==> config.mk <==
export PLATFORM = sky130hd
export DESIGN_NAME = lfc_top
export DESIGN_NICKNAME = d
export VERILOG_FILES = /design/src/rtl/lfc_len_decode.sv /design/src/rtl/lfc_ctrl.sv /design/src/rtl/lfc_updown.sv /design/src/rtl/lfc_pulse.sv /design/src/rtl/lfc_top.sv
export SDC_FILE = /design/constraint.sdc
export NUM_CORES = 1
export LEC_CHECK = 0
export CAP_MARGIN = 30
export CORE_MARGIN = 10
export CORE_UTILIZATION = 55
export CTS_CLUSTER_SIZE = 16
export DETAILED_ROUTE_END_ITERATION = 7
export GPL_ROUTABILITY_DRIVEN = 0
export MAX_ROUTING_LAYER = met4
export PLACE_DENSITY = 0.72
export SLEW_MARGIN = 20
export SYNTH_ARGS = -nofsm -noshare
export SYNTH_HDL_FRONTEND = slang
export SYNTH_SLANG_ARGS = --single-unit
==> constraint.sdc <==
create_clock -name clk_k -period 2.93 [get_ports clk_k]
set_input_delay 0.4395 -clock clk_k [delete_from_list [all_inputs] [get_ports clk_k]]
set_output_delay 0.4395 -clock clk_k [all_outputs]
set_load 0.005 [all_outputs]
==> src/rtl/lfc_len_decode.sv <==
module lfc_len_decode #(
   parameter int SEL_W  = 4,
   parameter int CNT_W  = 17,
   parameter int MIN_ST = 3
) (
   input  logic [SEL_W-1:0] sel,
   output logic             en,
   output logic [CNT_W-1:0] mask,
   output logic [CNT_W-1:0] mid
);
   localparam int TOP_STG = MIN_ST - 1;

   int sel_i;
   assign sel_i = int'(sel);
   assign en    = (sel != '0);

   // One decode slice per counter stage: active stage, and midpoint bit.
   for (genvar i = 0; i < CNT_W; i++) begin : g_stage
      localparam int I = i;
      assign mask[i] = en && (I < sel_i + TOP_STG);
      assign mid[i]  = en && (I == sel_i + TOP_STG - 1);
   end
endmodule

==> src/rtl/lfc_ctrl.sv <==
module lfc_ctrl #(
   parameter int SEL_W = 4
) (
   input  logic             clk_k,
   input  logic             rst_n,
   input  logic [SEL_W-1:0] sel,
   input  logic             en,
   output logic             seed,
   output logic             chg,
   output logic [SEL_W-1:0] sel_q
);
   logic seed_q;

   always_ff @(posedge clk_k or negedge rst_n) begin
      if (!rst_n) begin
         sel_q  <= '0;
         seed_q <= 1'b1;
      end else begin
         sel_q <= sel;
         if (en) seed_q <= 1'b0;
      end
   end

   assign seed = en && seed_q;
   assign chg  = en && (sel != sel_q);
endmodule

==> src/rtl/lfc_updown.sv <==
module lfc_updown #(
   parameter int CNT_W = 17
) (
   input  logic             clk_k,
   input  logic             rst_n,
   input  logic             en,
   input  logic             seed,
   input  logic             chg,
   input  logic             dn,
   input  logic [CNT_W-1:0] mask,
   input  logic [CNT_W-1:0] mid,
   output logic [CNT_W-1:0] cnt_q,
   output logic             wrap_up,
   output logic             wrap_dn
);
   logic             step;
   logic             at_top;
   logic             at_bot;
   logic [CNT_W-1:0] cnt_d;

   assign step    = en && !seed && !chg;
   assign at_top  = (cnt_q == mask);
   assign at_bot  = (cnt_q == '0);
   assign wrap_up = step && !dn && at_top;
   assign wrap_dn = step && dn && at_bot;

   always_comb begin
      cnt_d = cnt_q;
      if (seed)       cnt_d = mid;
      else if (chg)   cnt_d = cnt_q & mask;
      else if (step) begin
         if (dn) cnt_d = at_bot ? mask : cnt_q - 1'b1;
         else    cnt_d = at_top ? '0   : cnt_q + 1'b1;
      end
   end

   always_ff @(posedge clk_k or negedge rst_n) begin
      if (!rst_n) cnt_q <= '0;
      else        cnt_q <= cnt_d;
   end
endmodule

==> src/rtl/lfc_pulse.sv <==
module lfc_pulse (
   input  logic clk_k,
   input  logic rst_n,
   input  logic wrap_up,
   input  logic wrap_dn,
   output logic carry_p,
   output logic borrow_p
);
   always_ff @(posedge clk_k or negedge rst_n) begin
      if (!rst_n) begin
         carry_p  <= 1'b0;
         borrow_p <= 1'b0;
      end else begin
         carry_p  <= wrap_up;
         borrow_p <= wrap_dn;
      end
   end
endmodule

==> src/rtl/lfc_top.sv <==
module lfc_top #(
   parameter int SEL_W  = 4,
   parameter int MIN_ST = 3,
   parameter int CNT_W  = MIN_ST + (1 << SEL_W) - 2
) (
   input  logic             clk_k,
   input  logic             rst_n,
   input  logic             dir_dn,
   input  logic [SEL_W-1:0] len_sel,
   output logic             carry_p,
   output logic             borrow_p
);
   localparam int MAX_ST = MIN_ST + (1 << SEL_W) - 2;

   if (CNT_W != MAX_ST) begin : g_bad_width
      $error("lfc_top: CNT_W must equal the longest selectable length");
   end
   if (MIN_ST < 2 || CNT_W > 31) begin : g_bad_range
      $error("lfc_top: stage range out of bounds");
   end

   logic             en;
   logic             seed;
   logic             chg;
   logic [SEL_W-1:0] sel_q;
   logic [CNT_W-1:0] mask;
   logic [CNT_W-1:0] mid;
   logic [CNT_W-1:0] cnt_q;
   logic             wrap_up;
   logic             wrap_dn;

   lfc_len_decode #(.SEL_W(SEL_W), .CNT_W(CNT_W), .MIN_ST(MIN_ST)) u_dec (
      .sel(len_sel), .en(en), .mask(mask), .mid(mid)
   );

   lfc_ctrl #(.SEL_W(SEL_W)) u_ctrl (
      .clk_k(clk_k), .rst_n(rst_n), .sel(len_sel), .en(en),
      .seed(seed), .chg(chg), .sel_q(sel_q)
   );

   lfc_updown #(.CNT_W(CNT_W)) u_cnt (
      .clk_k(clk_k), .rst_n(rst_n), .en(en), .seed(seed), .chg(chg),
      .dn(dir_dn), .mask(mask), .mid(mid), .cnt_q(cnt_q),
      .wrap_up(wrap_up), .wrap_dn(wrap_dn)
   );

   lfc_pulse u_pls (
      .clk_k(clk_k), .rst_n(rst_n), .wrap_up(wrap_up), .wrap_dn(wrap_dn),
      .carry_p(carry_p), .borrow_p(borrow_p)
   );
endmodule

==> impl_results.md <==
- Status: finished clean
- Crit. End Element: flop
- Syn_area_per_cell: 7.74 µm²
- Dominant cell type by area after synthesis: dfrtp_1
- Wire per inst: 19.4 µm
- CP Max Fanout: 5
- Mapped Area: 0.00301 mm²
- Post-layout minimum cycle time: 2.92 ns
- Synth Instances: 389
- Wirelength, routed: 10.3 mm
- Fmax: 342 MHz
- CP max stage delay: 0.31 ns
- Critical path type: in2reg
- Max-slew headroom: 0.318
- Layout cell share with drive strength beyond 1: 0.315
- Fraction of registers with async set/reset: 1.00
- Synth area leaders: dfrtp_1 19%, ha_1 9.6%, xnor2_1 5.2%, nor2_1 4.9%, o21ai_0 4.7%
- Hold Crit Class: in2reg
- Cell Rows: 26
- Die Width: 94.0 µm
- Max Cap Viol: 0
- CTS Buffer Depth: 2
- Clock Tree Root: clkbuf_8
- Final core occ: 0.751
- Htree depth: 1
- Clock buffer count from CTS: 3
- IO Pins: 9
- DP Wirelength: 7.60 mm
- Largest net degree at the start of global routing: 25
- Distinct cells, synth: 69
- ANT nets after route: 0
- Setup violation total in the final timing report: 0
- Worst Tran Pin Value: 1.02 ns
- Crit-path cells: buf_8, buf_6, inv_4, ha_4, nand2b_4, a21oi_2, a21oi_1, o21a_1, ha_1, nor4_2, nand4_1, o21bai_4, buf_6, nor2_4, a22o_1, nand2_1, o311ai_1
- CP Data Arrival Time: 3.07 ns
- CP max stage cell: ha_1
- GR Overflow Total: 0
- Initial Util: 0.578
- Buf/Inv on CP: 4
- Slew Limit Fails: 0
- Clk slew on worst S/H paths: 0.09 ns
- First-pass DRT Iterations: 6
- Fin nets: 491
- Initial antenna violation count: 0
- Cell with the most instances after synthesis: nor2_1
- Via count: 3478
- Sequential-to-total area share from yosys stat: 0.200
- Setup Skew: 0.00424 ns
- GRT Overall Usage: 0.238
- # DRC: 0
- # port buffers: 8
- Syn nets: 419
- Sink Count: 24
- Startpoint Class: input port
- Main synth FF type: dfrtp_1
- P&R area growth vs syn: 30.0%
- EDFF count, synth: 0
- Post-synth top area share: 0.191
- Most used cell, CP: buf_6
- Die height: 94.0 µm
- Core footprint: 0.00520 mm²
- First-pass GRT wire length: 16.7 mm
- Fin area: 0.00391 mm²
- Iter 0 DRT Violations: 481
- Leakage: 1.72 nW
- Commonest cells post-synth: 39 x nor2_1, 33 x nand2_1, 28 x o21ai_0
- Cell Area, Placed: 0.00367 mm²
- Die area: 0.00883 mm²
- Cell family with most CP delay: compound AO/OA/AOI/OAI gates
- FF+latch count, synth: 24
- Clk Latency, worst-skew pair: 0.28 ns
- Fin. Hold Viols: 0
- # diodes: 0
- RSZ-0062 raised after global routing: true
- Via count of the first global-routing pass: 3318
- Final period utilization: 0.998
- CTS tree: done
- Via density: 6.56
- Power Density: 442 mW/mm²
- Worst vdd ir: 0.000260 V
- Crit path required time: 3.08 ns
- YS warnings: 0
layout by cell type, fill, tap and decap left out, types with 6 or more instances in the layout:
cell / count
inv_1: 7
nand3_1: 12
o21ai_0: 21
o21ai_1: 9
ha_1: 20
a31oi_1: 8
buf_4: 89
a22oi_1: 6
a21oi_1: 12
o211ai_1: 8
nand4_1: 10
xnor2_1: 18
nor3_1: 9
dfrtp_1: 23
xor2_1: 15
nor2_1: 35
nand2_1: 33
a32oi_1: 7
routing by layer:
layer  track usage  up-vias  part of all wire
met5             -        -                 0
met4        0.0734        0             0.034
met3        0.0352       51              0.11
met2         0.373      286              0.45
met1         0.309     1575              0.40
li1              -     1566                 -
flip-flops by register name, indices dropped and copies added (netlist names):
name	cells
u_pls.carry_p	1
u_cnt.cnt_q	17
u_ctrl.sel_q	4
u_ctrl.seed_q	1
u_pls.borrow_p	1
power by group:
part | internal (mW) | switching [mW] | total [mW]
logic | 0.486 | 0.600 | 1.09
clock network | 0.0976 | 0.118 | 0.215
registers | 0.376 | 0.0512 | 0.427
worst paths after layout:
check / startpoint / end / slack [ns] / depth (start not counted)
worst max-delay path: len_sel[1] / u_cnt.cnt_q[11] / 0.007 / 17
worst min-delay path: len_sel[2] / u_ctrl.sel_q[2] / 0.50 / 2
worst max register to register: u_cnt.cnt_q[1] / u_cnt.cnt_q[5] / 0.41 / 8
worst min register to register: u_cnt.cnt_q[12] / u_pls.borrow_p / 0.68 / 3
max in group asynchronous: rst_n / u_ctrl.seed_q / 2.12 / 2
min in group asynchronous: rst_n / u_cnt.cnt_q[3] / 0.52 / 2
cell type report:
class	count	area (µm²)
fillers	386	1290
multi-input cells	321	2340
inverters	9	36.3
flip-flops and latches	24	602
well taps	70	87.6
repair buffers	102	798
clock buffers	4	45.0
what timing repair did:
item	CTS	global route
pin swaps	14	21
setup buffers	7	4
setup endpoints to repair	18	16
hold buffers	0	0
gates resized for setup	28	20
logic make-up after synthesis:
logic type / after synthesis / share of synthesized area
AO/OA/AOI/OAI: 108 / 0.244
XOR/XNOR: 33 / 0.0961
adder cells (fa/ha/maj): 23 / 0.0956
buffers and inverters: 44 / 0.0740
flip-flops: 24 / 0.200
multiplexers: 1 / 0.00499
AND/OR/NAND/NOR: 156 / 0.286
per-stage QoR:
stage                     hold WS, ns  std cells  TNS [ns]  power [mW]  setup slack, ns
after floorplan                 0.144        389         0        1.14          0.00170
after global placement          0.651        515    -11.20        1.42           -0.707
after detailed placement        0.654        515    -11.99        1.44           -0.788
after CTS                       0.497        526         0        1.68          0.00222
after global routing            0.496        530    -0.968        1.84           -0.109
final                           0.500        530         0        1.73          0.00668
Note: power is estimated with default switching activity, not from simulation.
